<file path="src/rtl/hs_stage_pkg.sv">
package hs_stage_pkg;

  // Majority form of a C-element: follow the inputs when they agree, else hold.
  function automatic logic c_join(input logic a, input logic b, input logic hold);
    return (a & b) | (hold & (a | b));
  endfunction

  // True when a level is about to go from 0 to 1.
  function automatic logic rises(input logic cur, input logic nxt);
    return nxt & ~cur;
  endfunction

endpackage

</file>
<file path="src/rtl/hs_celem.sv">
module hs_celem
  import hs_stage_pkg::*;
#(
  parameter int   W       = 1,
  parameter bit   INV_B   = 1'b0,
  parameter logic RST_VAL = 1'b0
) (
  input  logic         clk,
  input  logic         rst_n,
  input  logic [W-1:0] a_i,
  input  logic [W-1:0] b_i,
  output logic [W-1:0] q_o,
  output logic [W-1:0] nxt_o,
  output logic [W-1:0] step_o
);

  logic [W-1:0] b_eff;
  logic [W-1:0] q_r;

  for (genvar gi = 0; gi < W; gi++) begin : g_bit
    if (INV_B) begin : g_inv
      assign b_eff[gi] = ~b_i[gi];
    end else begin : g_pass
      assign b_eff[gi] = b_i[gi];
    end
    assign nxt_o[gi]  = c_join(a_i[gi], b_eff[gi], q_r[gi]);
    assign step_o[gi] = nxt_o[gi] ^ q_r[gi];

    always_ff @(posedge clk) begin
      if (!rst_n) q_r[gi] <= RST_VAL;
      else        q_r[gi] <= nxt_o[gi];
    end
  end

  assign q_o = q_r;

endmodule

</file>
<file path="src/rtl/hs_rise_mark.sv">
module hs_rise_mark
  import hs_stage_pkg::*;
#(
  parameter int W = 1
) (
  input  logic         clk,
  input  logic         rst_n,
  input  logic [W-1:0] cur_i,
  input  logic [W-1:0] nxt_i,
  output logic [W-1:0] mark_o
);

  logic [W-1:0] mark_r;

  for (genvar gi = 0; gi < W; gi++) begin : g_bit
    always_ff @(posedge clk) begin
      if (!rst_n) mark_r[gi] <= 1'b0;
      else        mark_r[gi] <= rises(cur_i[gi], nxt_i[gi]);
    end
  end

  assign mark_o = mark_r;

  AST_MARK_SINGLE: assert property (@(posedge clk) disable iff (!rst_n)
    (mark_o != '0) |=> ((mark_o & $past(mark_o)) == '0));

endmodule

</file>
<file path="src/rtl/hs_stage_ctrl.sv">
module hs_stage_ctrl
  import hs_stage_pkg::*;
#(
  parameter logic IDLE_VAL = 1'b0
) (
  input  logic clk,
  input  logic rst_n,
  input  logic lreq_i,
  output logic lack_o,
  output logic rreq_o,
  input  logic rack_i,
  output logic cap_o
);

  localparam int LW = 1;

  // Named internal events, brought out for the assertions.
  logic lack_q, lack_nxt, lack_step;
  logic rreq_q, rreq_nxt, rreq_step;

  // Left acknowledge: join of left request and inverted right request.
  hs_celem #(.W(LW), .INV_B(1'b1), .RST_VAL(IDLE_VAL)) u_left_join (
    .clk    (clk),
    .rst_n  (rst_n),
    .a_i    (lreq_i),
    .b_i    (rreq_q),
    .q_o    (lack_q),
    .nxt_o  (lack_nxt),
    .step_o (lack_step)
  );

  // Right request: join of left acknowledge and inverted right acknowledge.
  hs_celem #(.W(LW), .INV_B(1'b1), .RST_VAL(IDLE_VAL)) u_right_join (
    .clk    (clk),
    .rst_n  (rst_n),
    .a_i    (lack_q),
    .b_i    (rack_i),
    .q_o    (rreq_q),
    .nxt_o  (rreq_nxt),
    .step_o (rreq_step)
  );

  // Capture marker on each rising edge of the right request.
  hs_rise_mark #(.W(LW)) u_cap_mark (
    .clk    (clk),
    .rst_n  (rst_n),
    .cur_i  (rreq_q),
    .nxt_i  (rreq_nxt),
    .mark_o (cap_o)
  );

  assign lack_o = lack_q;
  assign rreq_o = rreq_q;

  // Assertions
  AST_RESET_IDLE: assert property (@(posedge clk)
    !rst_n |=> (!lack_o && !rreq_o && !cap_o));

  AST_NO_DOUBLE_STEP: assert property (@(posedge clk) disable iff (!rst_n)
    !(lack_step && rreq_step));

  AST_LACK_TURN: assert property (@(posedge clk) disable iff (!rst_n)
    !$stable(lack_o) |-> ($past(lack_o) == $past(rreq_o)));

  AST_RREQ_TURN: assert property (@(posedge clk) disable iff (!rst_n)
    !$stable(rreq_o) |-> ($past(lack_o) != $past(rreq_o)));

  AST_LACK_FOLLOWS_REQ: assert property (@(posedge clk) disable iff (!rst_n)
    !$stable(lack_o) |-> (lack_o == $past(lreq_i)));

  AST_RREQ_FOLLOWS_LACK: assert property (@(posedge clk) disable iff (!rst_n)
    !$stable(rreq_o) |-> (rreq_o == $past(lack_o)));

  AST_RREQ_AFTER_ACK: assert property (@(posedge clk) disable iff (!rst_n)
    !$stable(rreq_o) |-> ($past(rack_i) == $past(rreq_o)));

  AST_LACK_HOLD: assert property (@(posedge clk) disable iff (!rst_n)
    (lreq_i == rreq_o) |=> $stable(lack_o));

  AST_RREQ_HOLD: assert property (@(posedge clk) disable iff (!rst_n)
    (lack_o == rack_i) |=> $stable(rreq_o));

  AST_CAP_AT_RISE: assert property (@(posedge clk) disable iff (!rst_n)
    cap_o |-> (rreq_o && !$past(rreq_o)));

  AST_RISE_HAS_CAP: assert property (@(posedge clk) disable iff (!rst_n)
    $rose(rreq_o) |-> cap_o);

endmodule

</file>
<file path="config.mk">
export PLATFORM = sky130hd
export DESIGN_NAME = hs_stage_ctrl
export DESIGN_NICKNAME = d
export VERILOG_FILES = /design/src/rtl/hs_stage_pkg.sv /design/src/rtl/hs_celem.sv /design/src/rtl/hs_rise_mark.sv /design/src/rtl/hs_stage_ctrl.sv
export SDC_FILE = /design/constraint.sdc
export NUM_CORES = 1
export LEC_CHECK = 0
export ABC_AREA = 1
export BUFFER_PORTS_ARGS = -buffer_cell sky130_fd_sc_hd__buf_2
export CORE_AREA = 3 3 40 42
export DETAILED_ROUTE_END_ITERATION = 8
export DIE_AREA = 0 0 43 45
export GPL_TIMING_DRIVEN = 0
export HOLD_SLACK_MARGIN = 0.15
export PLACE_DENSITY = 0.35
export SETUP_SLACK_MARGIN = 0.5
export SLEW_MARGIN = 20
export SYNTH_ARGS = -nofsm -noshare
export SYNTH_HDL_FRONTEND = slang
export SYNTH_SLANG_ARGS = --single-unit
</file>
<file path="constraint.sdc">
create_clock -name clk -period 0.8 [get_ports clk]
set_input_delay 0.16 -clock clk [delete_from_list [all_inputs] [get_ports clk]]
set_output_delay 0.16 -clock clk [all_outputs]
set_load 0.1 [all_outputs]
</file>
==> flow_metrics.tcl, run 1 <==
set metrics [dict create \
    outcome "finished with violations" \
    violations "negative setup slack" \
    dp.cells 36 \
    yosysWarnings 0 \
    postSynthCellCount 15 \
    whs_ns 0.162 \
    vias 145 \
    hp-start "rack_i" \
    critPathMaxFanout 2 \
    period_needed_ns 0.914 \
    cts.sinks 3 \
    antenna_found_initial 0 \
    min_path_cells 4 \
    power_leakage_nw 0.123 \
    drive_gt1_share_pct 78.6 \
    grt_setup_unrepaired "yes" \
    numPortBuffers 6 \
    synth_top_family_by_area "simple AND/OR/NAND/NOR gates" \
    finalHoldViolCount 0 \
    clk_latency_ns 0.24 \
    tightest_slew_ns 0.0995 \
    synth_compound_area_share_pct 13.6 \
    dr.first_iter.drc_count 1 \
    power_density_nw_per_um2 2080 \
    initial_core_util_pct 8.57 \
    synth_xor_xnor_area_share_pct 0 \
    fin_crit_sh_pct 114 \
    maxCapViolCount 0 \
    synth.area.mux_share_pct 0 \
    worstSetupEndpointType "primary output" \
    diodes 0 \
    ys_ff_latch 3 \
    htreeDepth 1 \
    path_clk_slew_ns 0.04 \
    cts-root-to-sink-buffers 2 \
    grt.overflow.total 0 \
    wirelength_um 328 \
    cpLargestDelayFamily "flip-flops" \
    cpPeakStageDelay_ns 0.35 \
    die_h_um 45 \
    netlist_area_um2 110 \
    critPathKind "flip-flop to primary output" \
    grt_max_degree 6 \
    hp-class "primary input to flip-flop" \
    die_w_um 43 \
    yosysUniqueCellTypes 8 \
    cts-buffers-inserted 3 \
    setup_viol 6 \
    core_um2 1280 \
    grt_pass1_wl_um 593 \
    crit_chain "buf_12" \
    ir_drop_v 0.000620 \
    hold_end "u_right_join.q_o" \
    rr_worst_depth 6 \
    dr.pass1.iters 2 \
    drt.antenna.violating_nets 0 \
    fin_worst_skew_ns 0.000425 \
    finalWorstSetupSlack_ns -0.114 \
    synth.avg_cell_area_um2 7.34 \
    syn2layout_area_growth_pct 160 \
    grt_pass1_vias 139 \
    synth-seq-area-share_pct 54.5 \
    synth-simple-area-share_pct 21.6 \
    num_rows 13 \
    cts_tree "built" \
    grt_usage_pct 4.91 \
    r2r_end "u_right_join.q_o" \
    die_area_um2 1940 \
    relSlewSlack_pct 93.4 \
    arrival_ns 0.75 \
    final_cell_count_no_fill 43 \
    path_buf_inv 1 \
    crit_slowest_cell "dfxtp_4" \
    wl_per_cell_um 7.63 \
    root_buffer "clkbuf_4" \
    regToRegStartpoint "u_left_join.q_o" \
    worstPathRequired_ns 0.64 \
    r2r_slack_ns -0.06 \
    syn_nets 19 \
    drc 0 \
    slew_viol_final 0 \
    start_kind "flip-flop" \
    max_freq_mhz 1090 \
    synthAdderAreaFrac_pct 0 \
    final_nets 33 \
    viasPerCell 3.37 \
    io_pins 7 \
    finalWeightedCongestion 0.636 \
]
how the worst max path moves through the flow:
| stage | cells past startpoint | start | slack, ns | end |
|---|---|---|---|---|
| 6_report | 1 | u_left_join.q_o | -0.11 | lack_o |
| 5_1_grt | 1 | u_left_join.q_o | -0.14 | lack_o |
| 4_1_cts | 1 | u_left_join.q_o | -0.13 | lack_o |
| 3_5_place_dp | 1 | u_left_join.q_o | -0.14 | lack_o |
| 3_3_place_gp | 1 | u_left_join.q_o | -0.14 | lack_o |
| 2_1_floorplan | 3 | u_right_join.q_o | -0.03 | u_left_join.q_o |
per-layer routing:
| metal | part of all wire (%) | global-route usage (%) | vias up |
|---|---|---|---|
| met5 | 0 | 0 | - |
| met4 | 0 | 3.61 | 0 |
| met3 | 16 | 5.98 | 0 |
| met2 | 43 | 5.09 | 8 |
| met1 | 41 | 5.05 | 63 |
| li1 | - | - | 74 |
cell usage after synthesis:
cell type / number / area, um^2
dfxtp_1: 3 / 60.1
a21oi_1: 2 / 10.0
nand2_1: 2 / 7.51
inv_1: 2 / 7.51
o21ai_0: 1 / 5.00
nand3_1: 1 / 5.00
nor2_1: 3 / 11.3
inv_2: 1 / 3.75
placed cells by master (no fill, tap or decap):
cell | Yosys | routed
dfxtp_4 | 0 | 3
a21oi_2 | 0 | 2
inv_2 | 1 | 2
clkbuf_4 | 0 | 3
clkbuf_1 | 0 | 1
buf_2 | 0 | 3
buf_6 | 0 | 1
nor2_2 | 0 | 1
buf_12 | 0 | 3
nand2_1 | 2 | 2
nor2_1 | 3 | 2
o21ai_2 | 0 | 1
inv_1 | 2 | 1
buf_4 | 0 | 2
nand3_2 | 0 | 1
where the power goes:
part,total [mW],internal (mW),switching (mW)
registers,0.163,0.155,0.00814
clock network,0.277,0.188,0.0890
logic,0.156,0.0629,0.0931
total,0.596,0.405,0.190
area by class of cell:
type                       count  area, um^2
multi-input combinational      9        57.6
inverter                       3        11.3
tap                           15        18.8
clock buffer                   4        26.3
fill                         145         998
sequential                     3        71.3
timing repair buffer           9         101
sequential cells by signal (all words and copies together) (netlist names):
signal	count
u_cap_mark.mark_o	1
u_left_join.q_o	1
u_right_join.q_o	1
cells by family after synthesis:
family                 Yosys count
AOI/OAI and AO/OA                3
buffers and inverters            3
DFF                              3
and+or+nand+nor                  6
metrics by stage:
stage | util, % | setup slack, ns | area, um^2 | setup TNS, ns | power, mW
CTS | 20.5 | -0.132 | 264 | -0.382 | 0.605
global placement | 13.5 | -0.143 | 174 | -0.348 | 0.262
floorplan | - | -0.0260 | 125 | -0.0362 | 0.243
finish | 22.3 | -0.114 | 287 | -0.434 | 0.596
detailed placement | 13.5 | -0.144 | 174 | -0.347 | 0.263
global route | 22.3 | -0.141 | 287 | -0.646 | 0.633
repair_timing:
action,4_1_cts,5_1_grt
pin swaps,0,3
resized for setup,14,4
buffers inserted,2,1
setup endpoints to repair,6,6
endpoints found under the hold margin,1,0
cloned,0,0
(Power assumes the default switching activity.)
==> run 2, diff against run 1 <==
--- a/config.mk
+++ b/config.mk
@@ -15,3 +15,3 @@
 export PLACE_DENSITY = 0.35
-export SETUP_SLACK_MARGIN = 0.5
+export SETUP_SLACK_MARGIN = 0.3
 export SLEW_MARGIN = 20
--- a/constraint.sdc
+++ b/constraint.sdc
@@ -3,2 +3,2 @@
 set_output_delay 0.16 -clock clk [all_outputs]
-set_load 0.1 [all_outputs]
+set_load 0.005 [all_outputs]
==> run 2 against run 1 <==
The flow still finishes with violations (negative setup slack). Clock power fell by 3%. Worst hold slack gained 0.0021 ns. Global-route usage up 0.083 points. Die area unchanged. Design area shrank 20%. Register-to-register slack improved by 0.09 ns. Power shrank 16%. Via count is 4.8% lower. First-iteration DRC count increased to 3.0 times the previous value. Count of clock-buffer cells in the layout stayed put. Critical endpoint unchanged.
==> flow_metrics.tcl, run 2 (synthesis gave the netlist of run 1 again) <==
set metrics [dict create \
    die_h_um 45 \
    die_w_um 43 \
    final_common_cell "buf_2" \
    fin_util_pct 17.8 \
    finalHoldViolCount 0 \
    maxCapViolCount 0 \
    cts-root-to-sink-buffers 2 \
    dr.first_iter.drc_count 3 \
    diodes 0 \
    setup_tns_ns -0.0476 \
    wl_per_cell_um 8.12 \
    core_um2 1280 \
    relSlewSlack_pct 93.7 \
    finalWorstSetupSlack_ns -0.0364 \
    whs_ns 0.164 \
    fin_crit_sh_pct 105 \
    slew_viol_final 0 \
    wirelength_um 341 \
    ir_drop_v 0.000746 \
    grt_max_degree 6 \
    power_leakage_nw 0.109 \
    drt.antenna.violating_nets 0 \
    cts.sinks 3 \
    start_kind "flip-flop" \
    postLayoutCellArea_um2 229 \
    path_clk_slew_ns 0.04 \
    io_pins 7 \
    power_density_nw_per_um2 2180 \
    final_nets 32 \
    hp-class "primary input to flip-flop" \
    tightest_slew_ns 0.0938 \
    cpPeakStageDelay_ns 0.34 \
    outcome "finished with violations" \
    numPortBuffers 6 \
    worstSetupEndpointType "primary output" \
    clk_latency_ns 0.23 \
    grt.overflow.total 0 \
    cts-buffers-inserted 3 \
    root_buffer "clkbuf_4" \
    most-common-layout-cells "buf_2, nor2_1, clkbuf_4" \
    path_buf_inv 1 \
    violations "negative setup slack" \
    drive_gt1_share_pct 63.0 \
    crit_slowest_cell "dfxtp_4" \
    arrival_ns 0.68 \
    initial_core_util_pct 8.57 \
    grt_usage_pct 4.99 \
    place_hpwl_um 238 \
    fin_worst_skew_ns 0.00195 \
    grt_pass1_vias 155 \
    grt_setup_unrepaired "yes" \
    critPathMaxFanout 2 \
    cts_tree "built" \
    die_area_um2 1940 \
    viasPerCell 3.29 \
    drc 0 \
    placed_area_um2 161 \
    num_rows 13 \
    ctsHoldBuffers 0 \
    htreeDepth 1 \
    finalWeightedCongestion 0.577 \
    dr.pass1.iters 2 \
    critPathKind "flip-flop to primary output" \
    crit_chain "buf_6" \
    antenna_found_initial 0 \
    max_freq_mhz 1200 \
    worstPathRequired_ns 0.64 \
    syn2layout_area_growth_pct 108 \
    grt_pass1_wl_um 600 \
    setup_viol 2 \
    period_needed_ns 0.836 \
    vias 138 \
    cpLargestDelayFamily "flip-flops" \
]
run 2: changes by cell type in the layout (fill, tap and decap cells not counted), sizes merged:
cell  previous run  this run
buf              9         8
run 2: path summary, 6_finish.rpt:
| check | slack [ns] | depth (start not counted) | endpoint | from |
|---|---|---|---|---|
| max | -0.04 | 1 | lack_o | u_left_join.q_o |
| min reg2reg | 0.53 | 2 | u_cap_mark.mark_o | u_right_join.q_o |
| max reg2reg | 0.03 | 5 | u_right_join.q_o | u_left_join.q_o |
| min | 0.16 | 3 | u_left_join.q_o | rst_n |
run 2: report_power, final:
group / leakage [nW] / internal (mW) / switching, mW / total [mW]
clock network: 0.0150 / 0.187 / 0.0812 / 0.268
registers: 0.0256 / 0.159 / 0.00478 / 0.164
logic: 0.0682 / 0.0357 / 0.0310 / 0.0667
run 2: metrics by stage:
step | setup slack (ns) | instances | total power [mW]
floorplan | 0.179 | 15 | 0.187
detailed placement | 0.136 | 36 | 0.209
finish | -0.0364 | 42 | 0.499
global route | -0.0638 | 42 | 0.538
CTS | -0.0477 | 42 | 0.506
global placement | 0.159 | 36 | 0.206
run 2: timing repair:
action | 4_1_cts | 5_1_grt
endpoints found under the hold margin | 0 | 0
pin swaps | 1 | 0
endpoints found under the setup margin | 6 | 6
buffers inserted | 2 | 0
resized for setup | 4 | 2
run 2: final cells by class:
type | instances | area [um^2]
Clock buffer | 4 | 26.3
Fill cell | 157 | 1060
Inverter | 3 | 11.3
Multi-Input combinational cell | 9 | 50.0
Sequential cell | 3 | 65.1
Tap cell | 15 | 18.8
Timing Repair Buffer | 8 | 57.6
run 2: per-layer routing:
| metal | routed length, um | track usage, % |
|---|---|---|
| met1 | 151 | 4.09 |
| met3 | 63 | 7.17 |
| met2 | 126 | 5.69 |
| met5 | 0 | 0 |
| met4 | 0 | 3.61 |
run 2: worst min-delay path: stages:
cell	delay (ns)
buf_2	0.12
o21ai_2	0.05
nor2_1	0.04
==> run 3, diff against run 2 <==
clock period = 0.91 ns   (was 0.8 ns; I/O delays follow)
==> run 3 against run 2 <==
The flow now finishes without violations. Via count grew 3.6%. Worst setup slack gained 0.087 ns. Clock skew shrank 0.0013 ns. Power shrank 13%. Critical path type unchanged.
==> flow_metrics.tcl, run 3 (synthesis gave the netlist of run 1 again) <==
set metrics [dict create \
    grt_pass1_vias 157 \
    crit_slowest_cell "dfxtp_4" \
    period_needed_ns 0.859 \
    wl_met1_um 145 \
    cts_tree "built" \
    wirelength_um 323 \
    viasPerCell 3.40 \
    outcome "finished clean" \
    clk_latency_ns 0.23 \
    highest_layer "met4" \
    grt_max_degree 6 \
    hp-class "primary input to flip-flop" \
    power_density_nw_per_um2 1950 \
    grt_usage_pct 4.91 \
    setup_tns_ns 0 \
    htreeDepth 1 \
    cpPeakStageDelay_ns 0.34 \
    rr_worst_depth 5 \
    worstSetupEndpointType "primary output" \
    wl_met3_um 50 \
    nFillCells 148 \
    power_leakage_nw 0.108 \
    wl_per_cell_um 7.69 \
    fin_worst_skew_ns 0.000639 \
    grt_pass1_wl_um 607 \
    hold_end "u_left_join.q_o" \
    critPathMaxFanout 2 \
    num_rows 13 \
    min_path_cells 3 \
    slew_viol_final 0 \
    most-common-layout-cells "buf_2, nor2_1, clkbuf_4" \
    relSlewSlack_pct 94.2 \
    ir_drop_v 0.000304 \
    vias 143 \
    path_buf_inv 1 \
    cts-root-to-sink-buffers 2 \
    r2r_end "u_right_join.q_o" \
    setup_viol 0 \
    finalWeightedCongestion 0.630 \
    max_freq_mhz 1160 \
    fin_crit_sh_pct 94.4 \
    tightest_slew_ns 0.0871 \
    die_w_um 43 \
    drc 0 \
    io_pins 7 \
    whs_ns 0.191 \
    grt.overflow.total 0 \
    final_nets 32 \
    crit_cells 1 \
    regToRegStartpoint "u_left_join.q_o" \
    root_buffer "clkbuf_4" \
    syn2layout_area_growth_pct 102 \
    final_common_cell "buf_2" \
    cts-buffers-inserted 3 \
    worstPathRequired_ns 0.73 \
    r2r_slack_ns 0.14 \
    die_area_um2 1940 \
    place_hpwl_um 231 \
    grt_setup_unrepaired "yes" \
    path_clk_slew_ns 0.04 \
    cpLargestDelayFamily "flip-flops" \
    maxCapViolCount 0 \
    critPathKind "flip-flop to primary output" \
    route.met2.wl_um 119 \
    drive_gt1_share_pct 63.0 \
    crit_chain "buf_6" \
    cts.sinks 3 \
    arrival_ns 0.68 \
    diodes 0 \
    dr.pass1.iters 2 \
    finalHoldViolCount 0 \
    core_um2 1280 \
    drt.antenna.violating_nets 0 \
    initial_core_util_pct 8.57 \
    antenna_found_initial 0 \
    start_kind "flip-flop" \
    ctsHoldBuffers 0 \
    numPortBuffers 6 \
    hp-start "rst_n" \
    die_h_um 45 \
    dr.first_iter.drc_count 1 \
    startpoint "u_left_join.q_o" \
]
run 3: routing by layer:
layer,track usage [%],vias to the layer above
met3,5.18,2
met5,0,-
met4,5.42,0
met1,3.61,61
li1,-,71
met2,6.59,9
run 3: metrics by stage:
step                      power [mW]  worst slack (ns)  utilization, %  std cells  instance area [um^2]
final                          0.434            0.0505            17.3         42                   223
after global routing           0.473            0.0175            17.3         42                   223
after CTS                      0.443            0.0410            16.7         42                   215
after detailed placement       0.183             0.238            12.6         36                   161
after global placement         0.181             0.251            12.6         36                   161
after floorplan                0.164             0.289               -         15                   113
run 3: final cells by class:
cell class / instances / area, um^2 / share of cell area [%]
repair buffers: 8 / 51.3 / 23.0
flip-flops and latches: 3 / 65.1 / 29.2
multi-input cells: 9 / 50.0 / 22.5
clock buffers: 4 / 26.3 / 11.8
well taps: 15 / 18.8 / 8.43
inverters: 3 / 11.3 / 5.06
run 3: where the power goes:
group	total, mW	switching [mW]	internal [mW]
Clock	0.235	0.0705	0.164
Sequential	0.144	0.00435	0.140
Combinational	0.0554	0.0264	0.0290
Total	0.434	0.101	0.333
run 3: how the worst max path moves through the flow:
stage	slack, ns	to
after floorplan	0.29	u_left_join.q_o
after global placement	0.25	lack_o
after detailed placement	0.24	lack_o
after CTS	0.04	lack_o
after global routing	0.02	lack_o
final	0.05	lack_o
run 3: timing repair:
| item | in CTS | in global routing |
|---|---|---|
| pin swaps | 0 | 0 |
| buffers inserted | 2 | 0 |
| gates resized for setup | 3 | 2 |
| endpoints found under the hold margin | 0 | 0 |
| setup endpoints to repair | 6 | 6 |
